`config.mk`:
```
export PLATFORM = sky130hd
export DESIGN_NAME = prd_dma_engine
export DESIGN_NICKNAME = d
export VERILOG_FILES = /design/src/rtl/prd_dma_pkg.sv /design/src/rtl/prd_dma_mover.sv /design/src/rtl/prd_dma_ctrl.sv /design/src/rtl/prd_dma_engine.sv
export SDC_FILE = /design/constraint.sdc
export NUM_CORES = 1
export LEC_CHECK = 0
export BUFFER_PORTS_ARGS = -buffer_cell sky130_fd_sc_hd__buf_2
export CORE_MARGIN = 2
export CORE_UTILIZATION = 51
export DETAILED_ROUTE_END_ITERATION = 16
export GPL_TIMING_DRIVEN = 0
export PLACE_DENSITY = 0.78
export SLEW_MARGIN = 20
export SYNTH_ARGS = -nofsm -noshare
export SYNTH_HDL_FRONTEND = slang
export SYNTH_SLANG_ARGS = --single-unit
```
`constraint.sdc`:
```
create_clock -name clk -period 2.8 [get_ports clk]
set_input_delay 0.56 -clock clk [delete_from_list [all_inputs] [get_ports clk]]
set_output_delay 0.56 -clock clk [all_outputs]
set_load 0.05 [all_outputs]
```
`src/rtl/prd_dma_pkg.sv`:
```
`timescale 1ns/1ps
package prd_dma_pkg;
  localparam int unsigned WORD_W   = 32;
  localparam int unsigned LANES    = WORD_W / 8;
  localparam int unsigned LANE_W   = $clog2(LANES);
  localparam int unsigned CNT_W    = 16;
  localparam int unsigned LEN_W    = CNT_W + 1;
  localparam int unsigned LAST_BIT = 31;
  localparam int unsigned DESC_STEP = 8;
  localparam int unsigned CMD_GO_BIT  = 0;
  localparam int unsigned CMD_DIR_BIT = 3;
  localparam int unsigned STS_ACT_BIT = 0;
  localparam int unsigned STS_INT_BIT = 2;

  typedef enum logic [2:0] {
    S_IDLE, S_DESC_ADDR, S_DESC_CNT, S_MOVE, S_DRAIN, S_HOLD
  } ctl_state_e;
endpackage

```
`src/rtl/prd_dma_mover.sv`:
```
`timescale 1ns/1ps
module prd_dma_mover
  import prd_dma_pkg::*;
#(
  parameter int unsigned ADDR_W = 32
) (
  input  logic              clk,
  input  logic              rst_n,
  input  logic              load,
  input  logic [ADDR_W-1:0] load_addr,
  input  logic [LEN_W-1:0]  load_len,
  input  logic              flush,
  input  logic              run,
  input  logic              to_mem,
  output logic              region_empty,
  output logic              mreq,
  output logic              mwe,
  output logic [ADDR_W-1:0] maddr,
  output logic [LANES-1:0]  mbe,
  output logic [WORD_W-1:0] mwdata,
  input  logic              mready,
  input  logic [WORD_W-1:0] mrdata,
  input  logic              din_valid,
  output logic              din_ready,
  input  logic [7:0]        din_data,
  output logic              dout_valid,
  input  logic              dout_ready,
  output logic [7:0]        dout_data
);
  logic [ADDR_W-1:0] cur;
  logic [LEN_W-1:0]  rem;
  logic [WORD_W-1:0] rbuf;
  logic              rbuf_vld;
  logic [LANE_W-1:0] lane;
  logic              has, in_take, out_take, fill, step;

  assign lane = cur[LANE_W-1:0];
  assign has  = run && (rem != '0);

  always_comb begin
    mreq       = 1'b0;
    mwe        = 1'b0;
    maddr      = {cur[ADDR_W-1:LANE_W], {LANE_W{1'b0}}};
    mbe        = '0;
    mwdata     = {LANES{din_data}};
    din_ready  = 1'b0;
    dout_valid = 1'b0;
    if (has) begin
      if (to_mem) begin
        mreq      = din_valid;
        mwe       = 1'b1;
        mbe       = LANES'(1) << lane;
        din_ready = mready;
      end else begin
        mreq       = !rbuf_vld;
        dout_valid = rbuf_vld;
      end
    end
  end

  assign dout_data    = rbuf[{lane, 3'b000} +: 8];
  assign in_take      = has && to_mem && din_valid && mready;
  assign out_take     = has && !to_mem && rbuf_vld && dout_ready;
  assign fill         = has && !to_mem && !rbuf_vld && mready;
  assign step         = in_take || out_take;
  assign region_empty = (rem == '0);

  always_ff @(posedge clk or negedge rst_n) begin
    if (!rst_n) begin
      cur      <= '0;
      rem      <= '0;
      rbuf     <= '0;
      rbuf_vld <= 1'b0;
    end else if (flush) begin
      rem      <= '0;
      rbuf_vld <= 1'b0;
    end else if (load) begin
      cur      <= load_addr;
      rem      <= load_len;
      rbuf_vld <= 1'b0;
    end else begin
      if (fill) begin
        rbuf     <= mrdata;
        rbuf_vld <= 1'b1;
      end
      if (step) begin
        cur <= cur + ADDR_W'(1);
        rem <= rem - LEN_W'(1);
      end
      if (out_take && (lane == LANE_W'(LANES - 1) || rem == LEN_W'(1)))
        rbuf_vld <= 1'b0;
    end
  end

  // every accepted byte consumes exactly one byte of the region
  assert_step_count_R3: assert property (@(posedge clk) disable iff (!rst_n)
    (step && !load && !flush) |=> (rem == $past(rem) - LEN_W'(1)));

  // an offered byte keeps its value until taken
  assert_out_hold_R4: assert property (@(posedge clk) disable iff (!rst_n)
    (dout_valid && !dout_ready && !flush && !load) |=> (!dout_valid || $stable(dout_data)));
endmodule

```
`src/rtl/prd_dma_ctrl.sv`:
```
`timescale 1ns/1ps
module prd_dma_ctrl
  import prd_dma_pkg::*;
#(
  parameter int unsigned ADDR_W = 32
) (
  input  logic              clk,
  input  logic              rst_n,
  input  logic              cmd_wr,
  input  logic [7:0]        cmd_wdata,
  input  logic              sts_wr,
  input  logic [7:0]        sts_wdata,
  input  logic [ADDR_W-1:0] tbl_ptr,
  input  logic              dev_done,
  input  logic              dev_demand,
  input  logic              region_empty,
  output logic              fetch_req,
  output logic [ADDR_W-1:0] fetch_addr,
  input  logic              mready,
  input  logic [WORD_W-1:0] mrdata,
  output logic              ld_pulse,
  output logic [ADDR_W-1:0] ld_addr,
  output logic [LEN_W-1:0]  ld_len,
  output logic              run,
  output logic              to_mem,
  output logic              flush,
  output logic              active,
  output logic              irq
);
  ctl_state_e        state, nxt;
  logic [ADDR_W-1:0] ptr;
  logic [ADDR_W-1:0] reg_addr;
  logic              last_q, dir_q, irq_q;
  logic              stop, start, take_done;
  logic [CNT_W-1:0]  cnt_even;
  logic              unused_bits;

  assign unused_bits = ^{cmd_wdata[7:4], cmd_wdata[2:1], sts_wdata[7:3], sts_wdata[1:0]};

  assign stop      = cmd_wr && !cmd_wdata[CMD_GO_BIT];
  assign start     = cmd_wr && cmd_wdata[CMD_GO_BIT] && (state == S_IDLE);
  assign take_done = dev_done && (state == S_DESC_ADDR || state == S_DESC_CNT ||
                                  state == S_MOVE || state == S_DRAIN);

  assign cnt_even   = {mrdata[CNT_W-1:1], 1'b0};
  assign ld_len     = (cnt_even == '0) ? LEN_W'(1 << CNT_W) : {1'b0, cnt_even};
  assign ld_addr    = reg_addr;
  assign ld_pulse   = (state == S_DESC_CNT) && mready && !take_done && !stop;
  assign fetch_req  = (state == S_DESC_ADDR) || (state == S_DESC_CNT);
  assign fetch_addr = (state == S_DESC_CNT) ? ptr + ADDR_W'(4) : ptr;
  assign run        = (state == S_MOVE);
  assign to_mem     = dir_q;
  assign flush      = stop;
  assign active     = (state != S_IDLE);
  assign irq        = irq_q;

  always_comb begin
    nxt = state;
    unique case (state)
      S_IDLE:      if (start) nxt = S_DESC_ADDR;
      S_DESC_ADDR: if (take_done) nxt = S_HOLD; else if (mready) nxt = S_DESC_CNT;
      S_DESC_CNT:  if (take_done) nxt = S_HOLD; else if (mready) nxt = S_MOVE;
      S_MOVE: begin
        if (region_empty) begin
          if (last_q) nxt = take_done ? S_IDLE : S_DRAIN;
          else        nxt = take_done ? S_HOLD : S_DESC_ADDR;
        end else if (take_done) begin
          nxt = S_HOLD;
        end
      end
      S_DRAIN:     if (take_done || dev_demand) nxt = S_IDLE;
      S_HOLD:      nxt = S_HOLD;
      default:     nxt = S_IDLE;
    endcase
    if (stop) nxt = S_IDLE;
  end

  always_ff @(posedge clk or negedge rst_n) begin
    if (!rst_n) begin
      state    <= S_IDLE;
      ptr      <= '0;
      reg_addr <= '0;
      last_q   <= 1'b0;
      dir_q    <= 1'b0;
      irq_q    <= 1'b0;
    end else begin
      state <= nxt;
      if (start) begin
        ptr   <= {tbl_ptr[ADDR_W-1:2], 2'b00};
        dir_q <= cmd_wdata[CMD_DIR_BIT];
      end
      if (state == S_DESC_ADDR && mready && !take_done)
        reg_addr <= ADDR_W'(mrdata);
      if (ld_pulse) begin
        last_q <= mrdata[LAST_BIT];
        ptr    <= ptr + ADDR_W'(DESC_STEP);
      end
      if (take_done)
        irq_q <= 1'b1;
      else if (sts_wr && sts_wdata[STS_INT_BIT])
        irq_q <= 1'b0;
    end
  end

  // a stop command idles the engine at the next edge
  assert_stop_idle_R8: assert property (@(posedge clk) disable iff (!rst_n)
    stop |=> !active);

  // the interrupt only rises after a device done strobe
  assert_irq_cause_R9: assert property (@(posedge clk) disable iff (!rst_n)
    $rose(irq_q) |-> $past(dev_done));

  // the finished-early state holds until a stop
  assert_hold_sticky_R7: assert property (@(posedge clk) disable iff (!rst_n)
    (state == S_HOLD && !stop) |=> (state == S_HOLD && active));

  // a demand after the table ended closes the run without interrupt
  assert_drain_underrun_R5: assert property (@(posedge clk) disable iff (!rst_n)
    (state == S_DRAIN && dev_demand && !dev_done) |=> (!active && (irq_q == $past(irq_q))));
endmodule

```
`src/rtl/prd_dma_engine.sv`:
```
`timescale 1ns/1ps
module prd_dma_engine
  import prd_dma_pkg::*;
#(
  parameter int unsigned ADDR_W = 32
) (
  input  logic              clk,
  input  logic              rst_n,
  input  logic              cmd_wr,
  input  logic [7:0]        cmd_wdata,
  input  logic              sts_wr,
  input  logic [7:0]        sts_wdata,
  input  logic [ADDR_W-1:0] tbl_ptr,
  output logic [7:0]        status,
  output logic              irq,
  output logic              mem_valid,
  output logic              mem_we,
  output logic [ADDR_W-1:0] mem_addr,
  output logic [3:0]        mem_be,
  output logic [31:0]       mem_wdata,
  input  logic              mem_ready,
  input  logic [31:0]       mem_rdata,
  input  logic              din_valid,
  output logic              din_ready,
  input  logic [7:0]        din_data,
  output logic              dout_valid,
  input  logic              dout_ready,
  output logic [7:0]        dout_data,
  input  logic              dev_done
);
  logic              f_req, mv_req, mv_we, mv_ready;
  logic [ADDR_W-1:0] f_addr, mv_addr, ld_addr;
  logic [LANES-1:0]  mv_be;
  logic [WORD_W-1:0] mv_wdata;
  logic [LEN_W-1:0]  ld_len;
  logic              ld_pulse, run, to_mem, flush, active, region_empty, demand;

  assign demand = to_mem ? din_valid : dout_ready;

  prd_dma_ctrl #(.ADDR_W(ADDR_W)) u_ctrl (
    .clk(clk), .rst_n(rst_n),
    .cmd_wr(cmd_wr), .cmd_wdata(cmd_wdata),
    .sts_wr(sts_wr), .sts_wdata(sts_wdata),
    .tbl_ptr(tbl_ptr), .dev_done(dev_done), .dev_demand(demand),
    .region_empty(region_empty),
    .fetch_req(f_req), .fetch_addr(f_addr),
    .mready(mem_ready), .mrdata(mem_rdata),
    .ld_pulse(ld_pulse), .ld_addr(ld_addr), .ld_len(ld_len),
    .run(run), .to_mem(to_mem), .flush(flush),
    .active(active), .irq(irq)
  );

  assign mv_ready = mem_ready && !f_req;

  prd_dma_mover #(.ADDR_W(ADDR_W)) u_mover (
    .clk(clk), .rst_n(rst_n),
    .load(ld_pulse), .load_addr(ld_addr), .load_len(ld_len),
    .flush(flush), .run(run), .to_mem(to_mem),
    .region_empty(region_empty),
    .mreq(mv_req), .mwe(mv_we), .maddr(mv_addr), .mbe(mv_be),
    .mwdata(mv_wdata), .mready(mv_ready), .mrdata(mem_rdata),
    .din_valid(din_valid), .din_ready(din_ready), .din_data(din_data),
    .dout_valid(dout_valid), .dout_ready(dout_ready), .dout_data(dout_data)
  );

  assign mem_valid = f_req || mv_req;
  assign mem_we    = f_req ? 1'b0 : mv_we;
  assign mem_addr  = f_req ? f_addr : mv_addr;
  assign mem_be    = f_req ? 4'hF : mv_be;
  assign mem_wdata = mv_wdata;

  always_comb begin
    status = 8'h00;
    status[STS_ACT_BIT] = active;
    status[STS_INT_BIT] = irq;
  end

  // descriptor reads and data moves never compete for the memory port
  assert_one_master_R1: assert property (@(posedge clk) disable iff (!rst_n)
    !(f_req && mv_req));

  // descriptor words are read from word-aligned addresses
  assert_desc_aligned_R1: assert property (@(posedge clk) disable iff (!rst_n)
    f_req |-> (f_addr[1:0] == 2'b00));
endmodule

```
==> results.md, run 1 <==
- Final Util: 70.3%
- Detailed Routing Iterations Pass 1: 9
- Max VDD drop: ~0.92 mV
- Layout cell share with drive strength beyond 1: 39.0%
- Worst R2R Path Depth: 8
- R2r startpoint: u_ctrl.ptr[9]
- R2R Path End: u_ctrl.ptr[24]
- # setup viols final: 31
- P&R area growth vs syn: 34.3%
- Tcrit/Tclk final: 123%
- Synth area leaders: dfrtp_1, mux2_2, nand2_1
- CTS clk-pin slew, worst paths: 70 ps
- Top delay family on crit path: simple AND/OR/NAND/NOR gates
- Overall power: 14.5 mW
- Post-route worst setup slack: -637 ps
- Die width: 138 um
- Synth cell types: 70
- Via density: 6.42
- Buffers on Ports: between 150 and 200
- Clock tree buffer depth: 2
- DR DRC count: 0
- Initial antenna violation count: 0
- Synth warn: 0
- Worst-skew pair later-pin latency: between 400 and 500 ps
- Failing checks: setup timing
- Reg-to-reg setup timing slack: -10 ps
- CTS buffer count: 17
- Root Buffer: clkbuf_16
- Clock Skew: ~10 ps
- First-pass GRT wire length: about 46000 um
- Synthesis-stage register bit count: 150
- Pins Over Slew Limit: 0
- # H-tree levels: 4
- Die Ht: 138 um
- Die Footprint: 19000 um^2
- Core footprint: 17400 um^2
- Register area share after synthesis: 41.1%
- Main synth FF type: dfrtp_1
- Final HPWL DP: 20200 um
- Slowest cell on the critical path: nor4_4
- RSZ-0062 raised after global routing: true
- CP cell instances: ha_4, and4_4, nand4_1, nor4_4, buf_4, buf_6, nand2_4, and3_4, or3_4, buf_8
- GPL Wtd Cong: 0.942
- Crit path to: mem_addr[23]
- Final WL: 31300 um
- Critical Path AT: ~2900 ps
- Setup_tns: -8410 ps
- Grt total ovfl: 0
- Ys async rst share: 100%
- Routed wire per std cell: 21.5 um
- Pin count of the biggest net entering global routing: a little over 90
- Layout net count: 1326
- Worst Path Buf+Inv: 3
- FILL cells: 1178
- Cell taking the most area after synthesis: dfrtp_1
- Clock tree from TritonCTS: done
- Num Clock Sinks: 150
- Critical path's largest stage delay: 420 ps
- All-Layer GR Usage: 32.2%
- Worst setup path startpoint: u_ctrl.ptr[4]
- Critical Path RT: 2240 ps
- Fin Hold WS: around 150 ps
- Leakage: 5.44 nW
- Stages on worst setup path: 10
- Minimum clock period: 3440 ps
- Startpoint Class: flop
- Number of global-route vias before repair: 8705
- Status: finished with violations
- CP Class: flop to output pin
- CP max FO: 3
- Post-Place Cell Area: around 10000 um^2
- Syn Inst Count: about 990
- Syn_area_per_cell: 9.24 um^2
- Final instance area: 12300 um^2
- Antenna Violating Nets Remaining: 0
- Cell Rows: 48
- Fmax: 0.291 GHz
- Yosys top cell area share: approximately 41%
- Nature of the critical path endpoint: output pin
- Power Dens Cells: 1180 nW/um^2
- Slew margin rel.: roughly 44%
- Starting Density: 52.4%
- Worst-margin pin slew: 844 ps
- Hold crit path type: input port to async pin
- Max-Cap Viols: 0
- Fin. Hold Viols: 0
- Initial DRC count: roughly 1200
- Io pins: 185
- Mapped Area: ~9100 um^2
- EDFF count, synth: 0
- DR vias: 9365
- Inserted Diodes: 0
state kept, by name (all words and copies together), names as in the netlist:
signal and cells:
u_ctrl.to_mem 1, u_ctrl.irq 1, u_ctrl.state 3, u_mover.cur 32, u_mover.rbuf 32, u_mover.rbuf_vld 1, u_ctrl.last_q 1, u_mover.rem 17
u_ctrl.ld_addr 32, u_ctrl.ptr 30
worst reg2reg max path, stage by stage (launching register included):
cell and delay, ps:
dfrtp_1 330, buf_2 200, nand4_1 290, or4_1 570
clkbuf_1 200, or3_1 430, o21ai_0 260, nand2_1 110
a221o_1 320
cell type report:
class	count	area (um^2)	area share, %
sequential	150	3770	30.7
clock inverter	10	105	0.858
buffer	99	643	5.25
multi-input combinational	716	5280	43.1
timing repair buffer	215	1590	13.0
inverter	22	86.3	0.705
tap	225	282	2.30
clock buffer	22	494	4.03
routing by layer:
| metal | global-route usage [%] | vias to the layer above | wire length (um) |
|---|---|---|---|
| li1 | - | 4033 | - |
| met1 | 42.1 | 4470 | 12100 |
| met2 | 51.1 | 718 | 14100 |
| met3 | 7.87 | 144 | 3520 |
| met4 | 13.8 | 0 | 1600 |
| met5 | 0 | - | 0 |
kinds of logic (layout without fill, tap and decap cells):
family	Yosys count	count (layout)	share of synthesized area [%]
other	1	8	0.0411
and+or+nand+nor	363	363	19.9
adders and majority gates	9	9	1.23
DFF	150	150	41.1
xor gates and xnor gates	46	46	4.42
buffers and inverters	128	368	7.42
AOI/OAI and AO/OA	217	217	15.9
muxes	73	73	10.0
timing repair:
item                                    CTS  global route
buffers inserted                         39            31
endpoints found under the setup margin  112           115
hold buffers                              0             0
gates resized for setup                 182            66
pin swaps                                40            29
power by group:
part / total [mW] / internal, mW / switching, mW
sequential: 4.21 / 3.12 / 1.08
clock: 2.37 / 1.36 / 1.01
combinational: 7.88 / 3.13 / 4.75
total: 14.5 / 7.62 / 6.84
cells in the final DEF (no fill, tap or decap), drive strengths merged, types with 19 or more instances in the layout:
cell / n
inv: 28
clkbuf: 63
a21oi: 37
o21ai: 82
nand4: 22
nand2: 114
nand3: 41
mux2: 65
dfrtp: 150
nor3: 31
xor2: 22
buf: 273
nor2: 65
or3: 19
xnor2: 24
worst min path at each step:
stage | startpoint | to | slack, ps | cells after the start
floorplan | rst_n | u_ctrl.irq | 260 | 0
finish | rst_n | u_mover.rbuf[22] | 150 | 1
detailed placement | u_ctrl.ld_addr[18] | u_mover.cur[18] | 470 | 2
CTS | rst_n | u_mover.rbuf[27] | 170 | 1
global placement | u_ctrl.ld_addr[13] | u_mover.cur[13] | 460 | 2
global route | rst_n | u_ctrl.ld_addr[22] | 210 | 1
per-stage QoR:
stage	setup slack, ps	instances
final	-637	1459
after detailed placement	-542	1372
after global placement	-1060	1371
after floorplan	-248	994
after CTS	-455	1437
after global routing	-722	1459
synthesized netlist by cell type (8+ instances only):
library cell,number
dfrtp_1,150
nor3_1,30
o311ai_0,8
a21oi_1,36
clkbuf_1,47
a22oi_1,8
inv_1,22
nand4_1,21
or3_1,19
o21ai_0,76
mux4_2,8
nor2_1,65
nand3_1,40
xor2_1,22
a221o_1,18
mux2_2,44
a31oi_1,13
mux2_1,21
nand2_1,112
nor4_1,12
ha_1,9
buf_4,45
and3_1,15
xnor2_1,24
(Power assumes the default switching activity.)
==> inputs of run 2 (changes only) <==
Settings changed: CORE_UTILIZATION 51 to 40, PLACE_DENSITY 0.78 to default.
==> results.md, run 2 (synthesis results as in run 1) <==
- Fmax: 0.314 GHz (was 0.291 GHz)
- CP Class: flop to output pin (unchanged)
- Via density: 5.74 (was 6.42)
- Pin count of the biggest net entering global routing: 57 (was 92)
- DR vias: 8615 (was 9365)
- Initial DRC count: 815 (was 1206)
- Register area: 3760 um^2 (was 3770 um^2)
- Commonest non-fill, non-tap cell in the layout: dfrtp_1 (unchanged)
- Hold crit path type: input port to async pin (unchanged)
- Startpoint Class: flop (unchanged)
- CTS buffer count: 17 (unchanged)
- Starting Density: 40.5% (was 52.4%)
- Critical path's largest stage delay: 530 ps (was 420 ps)
- Routed wire per std cell: 19.9 um (was 21.5 um)
- Cell Rows: 55 (was 48)
- Number of global-route vias before repair: 8230 (was 8705)
- First-pass GRT wire length: 46400 um (was 46200 um)
- Worst-skew pair later-pin latency: 430 ps (was 440 ps)
- Failing checks: setup timing (unchanged)
- Leakage: 5.35 nW (was 5.44 nW)
- Die width: 155 um (was 138 um)
- RSZ-0062 raised after global routing: true (unchanged)
- Fin Hold WS: 34.5 ps (was 154 ps)
- Num Clock Sinks: 150 (unchanged)
- Worst Path Buf+Inv: 1 (was 3)
- Slew margin rel.: 42.1% (was 43.5%)
- Grt total ovfl: 0 (unchanged)
- Final cell count without fillers: 1500 (was 1459)
- Clock tree from TritonCTS: done (unchanged)
- Inserted Diodes: 0 (unchanged)
- Buffers on Ports: 152 (unchanged)
- Antenna Violating Nets Remaining: 0 (unchanged)
- Critical Path AT: 2620 ps (was 2880 ps)
- Slowest cell on the critical path: dfrtp_1 (was nor4_4)
- Final HPWL DP: 21300 um (was 20200 um)
- Die Footprint: 24000 um^2 (was 19000 um^2)
- All-Layer GR Usage: 24.9% (was 32.2%)
- Initial antenna violation count: 0 (unchanged)
- FILL cells: 2038 (was 1178)
- Clock tree buffer depth: 2 (unchanged)
- Final Util: 54.1% (was 70.3%)
- Core footprint: 22500 um^2 (was 17400 um^2)
- Top delay family on crit path: simple AND/OR/NAND/NOR gates (unchanged)
- CTS clk-pin slew, worst paths: 60 ps (was 70 ps)
- Final WL: 29800 um (was 31300 um)
- Die Ht: 155 um (was 138 um)
- CP cell instances: nand4_1, nor2_4, nand4_1, nor3b_4, xnor2_2, o21ai_4, buf_6 (was ha_4, and4_4, nand4_1, nor4_4, buf_4, buf_6, nand2_4, and3_4, or3_4, buf_8)
- Layout cell share with drive strength beyond 1: 37.9% (was 39.0%)
- DP Cell Count: 1433 (was 1372)
- Io pins: 185 (unchanged)
- Detailed Routing Iterations Pass 1: 7 (was 9)
- Clock Skew: 11.8 ps (was 9.81 ps)
- Nature of the critical path endpoint: output pin (unchanged)
- CP max FO: 8 (was 3)
- Max-Cap Viols: 0 (unchanged)
- Power Dens Cells: 1170 nW/um^2 (was 1180 nW/um^2)
- Setup_tns: -6930 ps (was -8410 ps)
- Worst-margin pin slew: 865 ps (was 844 ps)
- Tcrit/Tclk final: 114% (was 123%)
- Post-route worst setup slack: -380 ps (was -637 ps)
- Most frequent CP cell: nand4_1
- Multi-input gate area: 5250 um^2 (was 5280 um^2)
- DR DRC count: 0 (unchanged)
- P&R area growth vs syn: 33.5% (was 34.3%)
- # H-tree levels: 4 (unchanged)
- Max VDD drop: 1.26 mV (was 0.922 mV)
- Root Buffer: clkbuf_16 (unchanged)
- Minimum clock period: 3180 ps (was 3440 ps)
- Hold buffers post-CTS: 0 (unchanged)
- Commonest cells after routing, fill and taps aside: dfrtp_1, buf_2, nand2_1 (unchanged)
- Status: finished with violations (unchanged)
- Pins Over Slew Limit: 0 (unchanged)
- Critical Path RT: 2240 ps (about the same)
- GPL Wtd Cong: 0.884 (was 0.942)
- Layout net count: 1307 (was 1326)
- # setup viols final: 27 (was 31)
- Fin. Hold Viols: 0 (unchanged)
run 2: layout make-up:
type | instances | share of cell area [%]
Buffer | 96 | 4.97
Clock buffer | 17 | 3.49
Clock inverter | 15 | 1.61
Inverter | 22 | 0.678
Multi-Input combinational cell | 716 | 43.1
Sequential cell | 150 | 30.9
Tap cell | 285 | 2.93
Timing Repair Buffer | 199 | 12.3
run 2: final timing paths:
check | start | end | slack, ps | cells after the start
worst max-delay path | u_ctrl.ptr[22] | mem_addr[31] | -380 | 7
worst min-delay path | rst_n | u_ctrl.ptr[26] | 30 | 1
worst max register to register | u_mover.rem[11] | u_mover.rem[15] | 10 | 9
worst min register to register | u_ctrl.ld_addr[13] | u_mover.cur[13] | 490 | 2
max in group asynchronous | rst_n | u_mover.rem[10] | 1850 | 3
min in group clk | tbl_ptr[2] | u_ctrl.ptr[2] | 330 | 3
run 2: repair_timing:
| action | CTS | global route |
|---|---|---|
| hold endpoints to repair | 0 | 0 |
| cloned | 2 | 1 |
| pin swaps | 38 | 25 |
| gates resized for setup | 181 | 48 |
| setup endpoints to repair | 110 | 111 |
| buffers inserted | 30 | 13 |
run 2: stage by stage:
stage / instance area (um^2) / worst slack, ps / total power, mW
floorplan: 9270 / -248 / 8.70
finish: 12200 / -380 / 14.2
global placement: 10400 / -1250 / 10.3
CTS: 12000 / -386 / 14.0
detailed placement: 10500 / -587 / 10.4
global route: 12200 / -490 / 14.9
run 2: power breakdown:
group          internal [mW]  switching, mW  total, mW
clock network           1.43           1.03       2.46
logic                   3.00           4.58       7.58
registers               3.12           1.05       4.17
run 2: layer usage:
layer  share of wire, %  track usage (%)  vias to the layer above
met5                  0                0                        -
met4                2.3             8.25                        0
met3                7.4             4.35                       57
met2                 45             37.6                      433
met1                 45             36.4                     4131
li1                   -                -                     3994
